$ cat config.mk
export PLATFORM = sky130hd
export DESIGN_NAME = deadlock_resolver
export DESIGN_NICKNAME = d
export VERILOG_FILES = /design/src/rtl/drr_pkg.sv /design/src/rtl/drr_ctrl.sv /design/src/rtl/drr_dpath.sv /design/src/rtl/deadlock_resolver.sv
export SDC_FILE = /design/constraint.sdc
export NUM_CORES = 1
export LEC_CHECK = 0
export BUFFER_PORTS_ARGS = -buffer_cell sky130_fd_sc_hd__buf_4
export CAP_MARGIN = 15
export CORE_AREA = 2 2 39 41
export CTS_BUF_LIST = sky130_fd_sc_hd__clkbuf_16
export DETAILED_ROUTE_END_ITERATION = 10
export DIE_AREA = 0 0 41 43
export PLACE_DENSITY = 0.68
export SLEW_MARGIN = 20
export SYNTH_ARGS = -nofsm -noshare
export SYNTH_HDL_FRONTEND = slang
export SYNTH_SLANG_ARGS = --single-unit
$ cat constraint.sdc
create_clock -name clk -period 2 [get_ports clk]
set_input_delay 0.4 -clock clk [delete_from_list [all_inputs] [get_ports clk]]
set_output_delay 0.4 -clock clk [all_outputs]
set_load 0.1 [all_outputs]
$ cat src/rtl/drr_pkg.sv
package drr_pkg;
  typedef enum logic [1:0] {
    ST_IDLE = 2'd0,
    ST_PASS = 2'd1,
    ST_HELD = 2'd2
  } resState_t;

  typedef struct packed {
    logic detect;
    logic done;
  } ctlStrobes_t;
endpackage

$ cat src/rtl/drr_ctrl.sv
module drr_ctrl
  import drr_pkg::*;
(
  input  logic        clk,
  input  logic        rstN,
  input  logic        hostRdReq,
  input  logic        devRdReq,
  input  logic        devRdDone,
  output logic        hostFwdReq,
  output ctlStrobes_t ctl
);
  resState_t stateQ, stateD;

  always_comb begin
    stateD     = stateQ;
    ctl        = '0;
    hostFwdReq = 1'b0;
    unique case (stateQ)
      ST_IDLE: begin
        if (hostRdReq && devRdReq) begin
          ctl.detect = 1'b1;
          stateD     = ST_HELD;
        end else if (hostRdReq) begin
          hostFwdReq = 1'b1;
          stateD     = ST_PASS;
        end
      end
      ST_PASS: begin
        hostFwdReq = hostRdReq;
        if (!hostRdReq) stateD = ST_IDLE;
      end
      ST_HELD: begin
        if (devRdDone) begin
          ctl.done = 1'b1;
          stateD   = ST_IDLE;
        end
      end
      default: stateD = ST_IDLE;
    endcase
  end

  always_ff @(posedge clk) begin
    if (!rstN) stateQ <= ST_IDLE;
    else       stateQ <= stateD;
  end

  // A resolution always parks the host read, so two detects cannot follow back to back.
  assert_detect_single_R6: assert property (@(posedge clk) disable iff (!rstN)
    ctl.detect |=> !ctl.detect);

  // Hold ends only on a completion from the device side.
  assert_done_needs_devdone_R8: assert property (@(posedge clk) disable iff (!rstN)
    ctl.done |-> devRdDone);

  // A forwarded host read is never withdrawn while still requested.
  assert_owned_kept_R10: assert property (@(posedge clk) disable iff (!rstN)
    (hostFwdReq && hostRdReq) |=> (hostFwdReq || !hostRdReq));
endmodule

$ cat src/rtl/drr_dpath.sv
module drr_dpath
  import drr_pkg::*;
#(
  parameter int CNT_W = 8
) (
  input  logic             clk,
  input  logic             rstN,
  input  ctlStrobes_t      ctl,
  input  logic             splitEn,
  output logic             splitStrobe,
  output logic             retryStrobe,
  output logic             releaseStrobe,
  output logic [CNT_W-1:0] resolveCount
);
  localparam logic [CNT_W-1:0] CNT_ONE = CNT_W'(1);

  always_ff @(posedge clk) begin
    if (!rstN) begin
      splitStrobe   <= 1'b0;
      retryStrobe   <= 1'b0;
      releaseStrobe <= 1'b0;
      resolveCount  <= '0;
    end else begin
      splitStrobe   <= ctl.detect && splitEn;
      retryStrobe   <= ctl.detect && !splitEn;
      releaseStrobe <= ctl.done;
      if (ctl.detect) resolveCount <= resolveCount + CNT_ONE;
    end
  end

  assert_no_double_strobe_R6: assert property (@(posedge clk) disable iff (!rstN)
    !(splitStrobe && retryStrobe));

  assert_count_step_R9: assert property (@(posedge clk) disable iff (!rstN)
    (splitStrobe || retryStrobe) |-> resolveCount == CNT_W'($past(resolveCount) + CNT_ONE));

  assert_count_hold_R9: assert property (@(posedge clk) disable iff (!rstN)
    !(splitStrobe || retryStrobe) |-> $stable(resolveCount));

  assert_split_follows_en_R5: assert property (@(posedge clk) disable iff (!rstN)
    $past(ctl.detect) |-> (splitStrobe == $past(splitEn)));
endmodule

$ cat src/rtl/deadlock_resolver.sv
module deadlock_resolver
  import drr_pkg::*;
#(
  parameter int CNT_W = 8
) (
  input  logic             clk,
  input  logic             rstN,
  input  logic             hostRdReq,
  input  logic             devRdReq,
  input  logic             devRdDone,
  input  logic             splitEn,
  output logic             hostFwdReq,
  output logic             devFwdReq,
  output logic             splitStrobe,
  output logic             retryStrobe,
  output logic             releaseStrobe,
  output logic [CNT_W-1:0] resolveCount
);
  ctlStrobes_t ctl;

  // The device-side read is never blocked: forward progress on the secondary bus.
  assign devFwdReq = devRdReq;

  drr_ctrl u_ctrl (
    .clk        (clk),
    .rstN       (rstN),
    .hostRdReq  (hostRdReq),
    .devRdReq   (devRdReq),
    .devRdDone  (devRdDone),
    .hostFwdReq (hostFwdReq),
    .ctl        (ctl)
  );

  drr_dpath #(.CNT_W(CNT_W)) u_dpath (
    .clk           (clk),
    .rstN          (rstN),
    .ctl           (ctl),
    .splitEn       (splitEn),
    .splitStrobe   (splitStrobe),
    .retryStrobe   (retryStrobe),
    .releaseStrobe (releaseStrobe),
    .resolveCount  (resolveCount)
  );

  // In the cycle a response is sent back, the host read is not on the secondary bus.
  assert_blocked_on_strobe_R7: assert property (@(posedge clk) disable iff (!rstN)
    (splitStrobe || retryStrobe) |-> !hostFwdReq);

  assert_release_after_done_R8: assert property (@(posedge clk) disable iff (!rstN)
    releaseStrobe |-> $past(devRdDone));

  assert_strobe_one_cycle_R6: assert property (@(posedge clk) disable iff (!rstN)
    (splitStrobe || retryStrobe) |=> !(splitStrobe || retryStrobe));
endmodule

==> results.cfg <==
[layout]
fin_nets = 85
drive_gt1_share_pct = 37.66
multi_input_area_um2 = 286.5
layout.cells.non_filler = 93
ff_latch_area_um2 = 262.8
syn_to_final_growth_pct = 42.57
finalInstanceArea_um2 = 792.0
antenna_cells = 0
nFillCells = 124

[clock_tree]
cts_root_buf = clkbuf_16
ctsHoldBuffers = 0
htreeDepth = 1
ctsResizeCount = 0
clock_path_buffers = 2
clock_sinks = 13
clkLatencyLatePin_ns = 0.24
clk_pin_slew_ns = 0.04
numCtsBuffers = 3
cts_tree = yes
post_cts.repair.setup_buffers = 0

[synthesis]
syn-num-nets = 64
ys_types = 27
ys_seq_elements = 13
synth_edf_count = 0
ys_async_sr_fraction_pct = 0
synth_common_cells = dfxtp_1 (13), a21oi_1 (7), nand2_1 (6)
synth_area_per_cell_um2 = 9.746
synth_top_cell_by_area = dfxtp_1
ys_seq_area_share_pct = 46.85
synth-main-ff-cell = dfxtp_1
synth_cells = 57
synth_top_area_share_pct = 46.85
yosys.cell_count.top_type = dfxtp_1
synth_warnings = 0
ys_top_cells_by_area = dfxtp_1 (47%), a21oi_1 (6.3%), nand4bb_4 (5.0%)
syn-cell-area_um2 = 555.5

[place]
dpl_cell_area_um2 = 711.9
numPortBuffers = 18
place.gp.congestion = 0.6650
dp_hpwl_um = 805.7
place_inst = 89

[sta]
hold_violations = 0
rsz0062_at_grt = false
slew_headroom_pct = 82.54
worst_slew_pin_slew_ns = 0.2598
max_clock_freq_mhz = 628.8
setup_viol = 0
min_period_over_period_pct = 79.52
setup_tns_ns = 0
slew_violations = 0
final.min_clock_period_ns = 1.590
fin_skew_ns = 0.0005736
hold_slack_ns = 0.3257

[routing]
vias_per_cell = 5.183
dr.first_iter.drc_count = 3
wire_per_inst_um = 11.71
drc_errors = 0
wirelength_mm = 1.089
postRouteAntennaNets = 0
vias = 482
dr.pass1.iters = 4

[pwr]
p_leak_nw = 0.3109
power_per_cell_area_nw_per_um2 = 937.6
ir_worst_vdd_mv = 0.7196

[global_route]
met3_usage_pct = 9.424
grt.total_usage_pct = 15.77
grt_pass1_vias = 449
met1_usage_pct = 20.39
grt-ovfl-total = 0
grt_max_degree = 15
gr-max-usage-layer = met2
grt_pass1_wl_mm = 1.863
met2_usage_pct = 21.88
antenna_found_initial = 0

[floorplanning]
die_x_um = 41
rows = 14
start_util_pct = 40.14
die-area_um2 = 1763
coreArea_um2 = 1384
io_pins = 19
die-height_um = 43

[setup_path]
required_ns = 1.60
critPathKind = reg2out
crit_arrival_ns = 1.19
crit_path_max_incr_delay_ns = 0.37
setup.worst_path.end_class = primary output
crit_path_start_kind = flip-flop
critPathMaxFanout = 5
cp_cell_sequence = nor2b_1, nor3b_4, buf_4
crit_path_top_delay_cell = dfxtp_1

[job]
maxCapViolations = 0

[status]
status = finished clean

[hold_path]
hp-class = in2reg
## worst max-delay path: cells and delay by family, from the launching register on
kind	cells	cell delay, ns
buf+inv	1	0.31
flops	1	0.37
simple gates	2	0.27
## metal layers
metal | share of wire [%] | up-vias | wire [um]
li1 | - | 248 | -
met1 | 44 | 224 | 480
met2 | 49 | 8 | 530
met3 | 5.6 | 2 | 61
met4 | 1.6 | 0 | 17
met5 | 0 | - | 0
## stage by stage
step / setup WS, ns / power (mW) / util, %
after detailed placement: 0.4304 / 0.3746 / 51.45
after floorplan: 0.03640 / 0.3509 / -
after global routing: 0.3524 / 0.7713 / 57.23
after global placement: 0.4425 / 0.3743 / 51.45
after CTS: 0.4004 / 0.7502 / 57.23
final: 0.4096 / 0.7426 / 57.23
## final timing paths
path                                           endpoint  slack (ns)  cells past startpoint               startpoint
worst max-delay path                         hostFwdReq        0.41                      3         u_ctrl.stateQ[0]
worst min register to register  u_dpath.resolveCount[7]        0.47                      2  u_dpath.resolveCount[7]
worst min-delay path                u_dpath.retryStrobe        0.33                      2                  splitEn
worst max register to register  u_dpath.resolveCount[6]        0.56                      3         u_ctrl.stateQ[1]
## cell usage in the layout, fill, tap and decap left out
master	count
a21oi_1	7
and2_1	1
and3_1	1
and4b_1	1
and4bb_2	1
buf_4	18
clkbuf_16	3
clkinv_1	1
clkinv_2	1
dfxtp_1	11
dfxtp_2	2
ha_1	1
inv_1	1
mux2i_1	1
nand2_1	6
nand2b_1	1
nand3_1	2
nand4bb_4	1
nor2_1	1
nor2b_1	1
nor3_1	1
nor3b_4	1
nor4_2	1
o21ai_0	3
o31ai_1	2
or3_1	3
or3b_2	1
or4_1	2
xnor2_1	1
## state kept, by name, indices dropped and copies added, names as in the netlist
signal / flops
u_dpath.releaseStrobe: 1
u_ctrl.stateQ: 2
u_dpath.splitStrobe: 1
u_dpath.retryStrobe: 1
u_dpath.resolveCount: 8
## logic make-up after synthesis
group                    synth area share [%]
buffers and inverters                   3.602
AO/OA/AOI/OAI                           11.71
flip-flops                              46.85
adder cells (fa/ha/maj)                 2.252
multiplexers                            1.802
XOR/XNOR                                1.577
AND/OR/NAND/NOR                         32.21
## power by group
group	internal, mW	switching [mW]	total, mW
registers	0.267	0.00614	0.273
logic	0.0285	0.0681	0.0965
clock network	0.266	0.108	0.373
## area by class of cell
| class | count | share of cell area, % |
|---|---|---|
| Clock inverter | 1 | 0.6319 |
| Sequential cell | 13 | 33.18 |
| Timing Repair Buffer | 18 | 17.06 |
| Clock buffer | 3 | 9.479 |
| Multi-Input combinational cell | 40 | 36.18 |
| Inverter | 2 | 0.9479 |
| Tap cell | 16 | 2.528 |
Power figures use the tool's default switching activity.
